## src/rtl/sio_wdog_pkg.sv

```systemverilog
package sio_wdog_pkg;

    localparam logic [7:0] ADDR_OUTCFG = 8'hF0;
    localparam logic [7:0] ADDR_CFG    = 8'hF5;
    localparam logic [7:0] ADDR_TIME   = 8'hF6;

    localparam int OUT_EN_BIT = 7;
    localparam int STS_BIT    = 6;
    localparam int EN_BIT     = 5;
    localparam int PULSE_BIT  = 4;
    localparam int UNIT_BIT   = 3;

    typedef struct packed {
        logic [7:0] cnt;
        logic       en;
        logic       pulse_mode;
        logic       unit_min;
        logic [1:0] width;
        logic       sts;
        logic       out_en;
        logic       lvl;
    } wdog_state_t;

    // pulse width in milliseconds for a two-bit code
    function automatic int unsigned width_ms(input logic [1:0] code);
        case (code)
            2'd0:    return 1;
            2'd1:    return 25;
            2'd2:    return 125;
            default: return 5000;
        endcase
    endfunction

endpackage

```

## src/rtl/sio_wdog_tick.sv

```systemverilog
module sio_wdog_tick #(
    parameter int CLKS_PER_MS = 1000,
    parameter int MS_PER_SEC  = 1000,
    parameter int SEC_PER_MIN = 60
) (
    input  logic clk,
    input  logic rst_n,
    input  logic run,
    input  logic restart,
    input  logic minutes,
    output logic unit_tick
);
    localparam int CW = (CLKS_PER_MS > 1) ? $clog2(CLKS_PER_MS) : 1;
    localparam int MW = (MS_PER_SEC  > 1) ? $clog2(MS_PER_SEC)  : 1;
    localparam int SW = (SEC_PER_MIN > 1) ? $clog2(SEC_PER_MIN) : 1;

    typedef struct packed {
        logic [CW-1:0] clk_cnt;
        logic [MW-1:0] ms_cnt;
        logic [SW-1:0] sec_cnt;
    } tick_state_t;

    tick_state_t t_q, t_d;
    logic ms_edge, sec_edge;

    always_comb begin
        ms_edge   = (t_q.clk_cnt == CW'(CLKS_PER_MS - 1));
        sec_edge  = ms_edge && (t_q.ms_cnt == MW'(MS_PER_SEC - 1));
        t_d       = t_q;
        if (!run || restart) begin
            t_d = '0;
        end else begin
            t_d.clk_cnt = ms_edge ? '0 : t_q.clk_cnt + 1'b1;
            if (ms_edge)
                t_d.ms_cnt = (t_q.ms_cnt == MW'(MS_PER_SEC - 1)) ? '0 : t_q.ms_cnt + 1'b1;
            if (sec_edge)
                t_d.sec_cnt = (t_q.sec_cnt == SW'(SEC_PER_MIN - 1)) ? '0 : t_q.sec_cnt + 1'b1;
        end
        unit_tick = run && !restart &&
                    (minutes ? (sec_edge && t_q.sec_cnt == SW'(SEC_PER_MIN - 1)) : sec_edge);
    end

    always_ff @(posedge clk or negedge rst_n) begin
        if (!rst_n) t_q <= '0;
        else        t_q <= t_d;
    end

    a_r5_tick_needs_run: assert property (@(posedge clk) disable iff (!rst_n)
        unit_tick |-> run);

    a_r5_held_when_idle: assert property (@(posedge clk) disable iff (!rst_n)
        !run |=> (t_q == '0));

endmodule

```

## src/rtl/sio_wdog_pulse.sv

```systemverilog
module sio_wdog_pulse
    import sio_wdog_pkg::*;
#(
    parameter int CLKS_PER_MS = 1000
) (
    input  logic       clk,
    input  logic       rst_n,
    input  logic       start,
    input  logic       abort,
    input  logic [1:0] code,
    output logic       busy
);
    localparam int MAXC = 5000 * CLKS_PER_MS;
    localparam int PW   = $clog2(MAXC + 1);

    logic [PW-1:0] cnt_q, cnt_d;

    always_comb begin
        cnt_d = cnt_q;
        if (abort)
            cnt_d = '0;
        else if (start)
            cnt_d = PW'(width_ms(code) * CLKS_PER_MS);
        else if (cnt_q != '0)
            cnt_d = cnt_q - 1'b1;
        busy = (cnt_q != '0);
    end

    always_ff @(posedge clk or negedge rst_n) begin
        if (!rst_n) cnt_q <= '0;
        else        cnt_q <= cnt_d;
    end

    a_r7_pulse_step: assert property (@(posedge clk) disable iff (!rst_n)
        (busy && !start && !abort) |=> (cnt_q == $past(cnt_q) - 1'b1));

    a_r7_pulse_load: assert property (@(posedge clk) disable iff (!rst_n)
        (start && !abort) |=> busy);

endmodule

```

## src/rtl/sio_wdog.sv

```systemverilog
module sio_wdog
    import sio_wdog_pkg::*;
#(
    parameter int CLKS_PER_MS = 1000,
    parameter int MS_PER_SEC  = 1000,
    parameter int SEC_PER_MIN = 60
) (
    input  logic       clk,
    input  logic       rst_n,
    input  logic       wr_en,
    input  logic       rd_en,
    input  logic [7:0] addr,
    input  logic [7:0] wdata,
    input  logic       ldev_en,
    output logic [7:0] rdata,
    output logic       wdt_rst_n
);
    wdog_state_t s_q, s_d;
    logic time_wr, cfg_wr, out_wr, running, unit_tick, expire, pulse_busy;

    sio_wdog_tick #(
        .CLKS_PER_MS(CLKS_PER_MS),
        .MS_PER_SEC (MS_PER_SEC),
        .SEC_PER_MIN(SEC_PER_MIN)
    ) u_tick (
        .clk      (clk),
        .rst_n    (rst_n),
        .run      (running),
        .restart  (time_wr),
        .minutes  (s_q.unit_min),
        .unit_tick(unit_tick)
    );

    sio_wdog_pulse #(
        .CLKS_PER_MS(CLKS_PER_MS)
    ) u_pulse (
        .clk  (clk),
        .rst_n(rst_n),
        .start(expire && s_q.pulse_mode),
        .abort(!running),
        .code (s_q.width),
        .busy (pulse_busy)
    );

    always_comb begin
        time_wr = wr_en && (addr == ADDR_TIME);
        cfg_wr  = wr_en && (addr == ADDR_CFG);
        out_wr  = wr_en && (addr == ADDR_OUTCFG);
        running = s_q.en && ldev_en;
        expire  = running && unit_tick && (s_q.cnt == 8'd1) && !time_wr;

        s_d = s_q;
        if (out_wr)
            s_d.out_en = wdata[OUT_EN_BIT];
        if (cfg_wr) begin
            s_d.en         = wdata[EN_BIT];
            s_d.pulse_mode = wdata[PULSE_BIT];
            s_d.unit_min   = wdata[UNIT_BIT];
            s_d.width      = wdata[1:0];
            if (wdata[STS_BIT])
                s_d.sts = 1'b0;
        end
        if (time_wr) begin
            s_d.cnt = wdata;
            s_d.lvl = 1'b0;
        end else if (running && unit_tick && s_q.cnt != 8'd0) begin
            s_d.cnt = s_q.cnt - 8'd1;
        end
        if (!running)
            s_d.lvl = 1'b0;
        if (expire) begin
            s_d.sts = 1'b1;
            if (!s_q.pulse_mode)
                s_d.lvl = 1'b1;
        end

        rdata = 8'h00;
        if (rd_en) begin
            case (addr)
                ADDR_OUTCFG: rdata = {s_q.out_en, 7'b0};
                ADDR_CFG:    rdata = {1'b0, s_q.sts, s_q.en, s_q.pulse_mode,
                                      s_q.unit_min, 1'b0, s_q.width};
                ADDR_TIME:   rdata = s_q.cnt;
                default:     rdata = 8'h00;
            endcase
        end

        wdt_rst_n = !(s_q.out_en && running && (s_q.lvl || pulse_busy));
    end

    always_ff @(posedge clk or negedge rst_n) begin
        if (!rst_n) s_q <= '0;
        else        s_q <= s_d;
    end

    a_r8_output_gated: assert property (@(posedge clk) disable iff (!rst_n)
        !s_q.out_en |-> wdt_rst_n);

    a_r9_status_sticky: assert property (@(posedge clk) disable iff (!rst_n)
        (s_q.sts && !(cfg_wr && wdata[STS_BIT])) |=> s_q.sts);

    a_r3_single_step: assert property (@(posedge clk) disable iff (!rst_n)
        !time_wr |=> (s_q.cnt == $past(s_q.cnt) || s_q.cnt == $past(s_q.cnt) - 8'd1));

    a_r10_zero_holds: assert property (@(posedge clk) disable iff (!rst_n)
        (s_q.cnt == 8'd0 && !time_wr) |=> (s_q.cnt == 8'd0 && !$rose(s_q.sts)));

    a_r5_halted_count: assert property (@(posedge clk) disable iff (!rst_n)
        (!running && !time_wr) |=> $stable(s_q.cnt));

    a_r6_idle_releases: assert property (@(posedge clk) disable iff (!rst_n)
        !running |-> wdt_rst_n);

endmodule

```

## config.mk

```make
export PLATFORM = sky130hd
export DESIGN_NAME = sio_wdog
export DESIGN_NICKNAME = d
export VERILOG_FILES = /design/src/rtl/sio_wdog_pkg.sv /design/src/rtl/sio_wdog_tick.sv /design/src/rtl/sio_wdog_pulse.sv /design/src/rtl/sio_wdog.sv
export SDC_FILE = /design/constraint.sdc
export NUM_CORES = 1
export LEC_CHECK = 0
export BUFFER_PORTS_ARGS = -buffer_cell sky130_fd_sc_hd__buf_4
export CORE_UTILIZATION = 35
export CTS_CLUSTER_DIAMETER = 150
export DETAILED_ROUTE_END_ITERATION = 8
export PLACE_DENSITY = 0.51
export SETUP_SLACK_MARGIN = 0.3
export SLEW_MARGIN = 25
export SYNTH_ARGS = -nofsm -noshare
export SYNTH_HDL_FRONTEND = slang
export SYNTH_HIERARCHICAL = 1
export SYNTH_SLANG_ARGS = --single-unit
```

## constraint.sdc

```tcl
create_clock -name clk -period 3.8 [get_ports clk]
set_input_delay 0.38 -clock clk [delete_from_list [all_inputs] [get_ports clk]]
set_output_delay 0.38 -clock clk [all_outputs]
set_load 0.005 [all_outputs]
```

==> summary.txt <==
Outcome
  • Status: finished clean

Detailed routing
  • Drt wl/cell: 15.6 um
  • DR iter-0 viols: 133
  • Final WL: 9110 um
  • Vias per Instance: 5.42
  • Antenna Nets Post-Route: 0
  • Via count: 3163
  • Pre-Repair DR Iteration Count: 5
  • # DRC: 0

Power
  • Comb pwr share: 5.3%
  • Max rail drop VDD: 0.232 mV
  • Final Power: roughly 1.6 mW
  • Leak pwr: 2.06 nW
  • Switch Pwr: around 0.38 mW
  • Int Pwr: 1.27 mW
  • Seq pwr share: 43.4%
  • PwrDens: 351 nW/um^2
  • Clock power frac: 51.3%
  • Net Sw Frac: 22.9%

Worst setup path
  • RR Endpoint: u_pulse/cnt_q[4]
  • R2R Setup Slk: 0.61 ns
  • Setup crit end kind: flip-flop
  • WP data arrival: 3.40 ns
  • Worst Setup EP: u_pulse/cnt_q[4]
  • Setup CP Type: flip-flop to flip-flop
  • R2R cell count: 12
  • WP data required: 4.01 ns
  • Crit path max fanout: 7
  • CP Launch Type: flip-flop
  • Worst Setup SP: u_tick/t_q[6]
  • Worst reg2reg startpoint: u_tick/t_q[6]

Finish
  • Layout fillers: roughly 1100
  • Commonest non-fill, non-tap cells in the layout: 65 x dfrtp_1, 42 x nor2_1, 34 x buf_4
  • Inserted Diodes: 0
  • Non-Filler Instances: 584
  • Most common cell after layout, fill and taps aside: dfrtp_1
  • Register area: 1630 sq um
  • Nets: 474
  • Layout Area Growth over Synthesis: 17.2%
  • Area of the multi-input gates: about 2300 sq um
  • Share of cells above drive strength 1: 21.2%

Placed design
  • Placed insts: 568
  • DP HPWL: 6590 um
  • Port bufs: 29
  • GPL Wtd Cong: 0.857

Clocking
  • Post-CTS setup buffers: 0
  • Post-cts sizing count: 0
  • CTS tree: done
  • Clk Tree Root Cell: clkbuf_16
  • CTS sink cnt: 65
  • Clock buffer depth: 2
  • TritonCTS Buffers: 9
  • H-tree depth: 3
  • CTS Hold Bufs: 0
  • Clock transition at path regs: 0.06 ns
  • Worst-Skew Late Latency: between 0.3 and 0.4 ns

Floorplanning
  • Ports: 30
  • Core Rows: 38
  • Die extent in x: 109 um
  • Core area: about 11000 sq um
  • Die Y: 109 um
  • Die area: approximately 12000 sq um
  • Initial Util: a little over a third

STA
  • RSZ-0062 raised after global routing: no
  • Worst slew margin: 43.2%
  • Final period util: 83.9%
  • Final setup viols: 0
  • Clk_skew: 0.00722 ns
  • TNS Setup: 0 ns
  • F_max: about 0.31 GHz
  • Slew Limit Fails: 0
  • Final hold vios: 0
  • Slew @ Worst Pin: 0.853 ns
  • Fin crit period: 3.19 ns

GRT
  • Vias in the first global route: around 3000
  • Initial antenna violation count: 0
  • Gr ovfl total: 0
  • Largest net degree at the start of global routing: 66
  • First-pass GRT wire length: 15400 um
  • Gr usage total: around 17%

Synthesis
  • Largest family of logic cells by synthesized area: simple AND/OR/NAND/NOR gates
  • Syn Std Cell Area: 3990 sq um
  • XOR/XNOR share of the synthesized area: 7.25%
  • Synthesized area per cell: 9.80 sq um
  • Sequential share of the synthesized area: 40.8%
  • Ranking of synthesized cells by area: dfrtp_1 41%, ha_1 4.4%, xnor2_1 4.4%
  • Compound-Gate Fraction of Synth Area: 14.3%
  • FF+latch count, synth: 65
  • Post-synth EDFFs: 0
  • Multiplexer area fraction after synthesis: 3.23%
  • Post-synth ARST share: 100%
  • Main synth FF type: dfrtp_1
  • Top-area cell type share of the netlist area: 40.8%
  • Synth Area in Simple Gates: 27.5%
  • Adder-Cell Fraction of Synth Area: 4.39%
  • Synth cell types: 75
  • Mapped Cells: between 400 and 500
  • Cell taking the most area after synthesis: dfrtp_1
  • Post-Syn Nets: roughly 440
  • Yosys Warn Count: 6

Run
  • Max Cap Violations: 0

Min path
  • Hold Path Class: primary input to asynchronous set/reset pin
flip-flops by register name, indices dropped and copies added, names as in the netlist:
signal,count
u_tick/t_q,26
u_pulse/cnt_q,23
s_q,16
layout make-up:
cell class | instances | area share [%]
Multi-Input combinational cell | 319 | 48.6
Sequential cell | 65 | 34.8
Timing Repair Buffer | 34 | 5.46
Clock buffer | 10 | 5.11
Tap cell | 140 | 3.75
Clock inverter | 6 | 1.45
Inverter | 10 | 0.803
per-stage QoR:
step	utilization (%)	hold slack (ns)	area, sq um	worst slack [ns]
finish	42.6	0.153	4680	0.612
global route	42.6	0.248	4680	0.354
CTS	42.4	0.207	4660	0.339
detailed placement	39.6	0.478	4350	0.360
global placement	39.6	0.475	4350	0.470
floorplan	-	0.0844	3990	0.423
critical path: stages, from the launching register on:
cell       delay, ns
dfrtp_1         0.42
ha_1            0.23
nand2_1         0.10
or4_4           0.56
a2111oi_2       0.35
buf_4           0.18
and3_1          0.19
nand4_1         0.14
nor2_1          0.17
and2_2          0.22
or2_2           0.22
nor2_1          0.05
a41o_1          0.23
metal layers:
metal / global-route usage [%] / routed length, um / vias to the layer above / part of all wire (%)
met3: 3.35 / 249 / 11 / 2.7
met2: 25.6 / 4100 / 41 / 45
li1: - / - / 1564 / -
met1: 23.5 / 4610 / 1547 / 51
met5: 0 / 0 / - / 0
met4: 5.02 / 142 / 0 / 1.6
power by group through the flow:
stage               Clock [mW]  Combinational (mW)  Sequential, mW
finish                   0.841              0.0875           0.712
global route             0.891              0.0984           0.714
CTS                      0.861              0.0890           0.712
detailed placement           0              0.0887           0.725
global placement             0              0.0887           0.725
floorplan                    0              0.0427           0.722
cell usage after synthesis, drive strengths merged (2+ instances only):
cell type,number
a2111oi,2
or2,4
o22ai,6
nor2b,2
nand4b,2
buf,7
a22o,2
o31ai,3
nor3b,2
a22oi,6
mux2i,2
mux2,8
or4,6
and4,4
clkbuf,6
nor4,9
nand2b,7
o21ai,23
nand2,34
a311oi,4
o211ai,2
xor2,13
nand4,10
and4b,2
nand3,22
or3,4
xnor2,20
a21oi,13
dfrtp,65
nor2,43
a211oi,6
ha,14
nor3,10
and2,6
and3,6
inv,10
nand3b,3
a31oi,4
and4bb,2
kinds of logic after synthesis:
group	count (synthesis)
compound gates	82
flops	65
mux	10
buf+inv	23
fa+ha+maj	14
xor+xnor	33
simple gates	180
how the worst min path moves through the flow:
stage | startpoint | endpoint | slack [ns] | cells after the start
2_1_floorplan | rst_n | s_q[0] | 0.08 | 0
3_3_place_gp | u_tick/t_q[16] | u_tick/t_q[16] | 0.47 | 1
3_5_place_dp | u_tick/t_q[16] | u_tick/t_q[16] | 0.48 | 1
4_1_cts | rst_n | u_tick/t_q[16] | 0.21 | 1
5_1_grt | rst_n | u_tick/t_q[16] | 0.25 | 1
6_report | rst_n | u_tick/t_q[22] | 0.15 | 1
(Power assumes the default switching activity.)
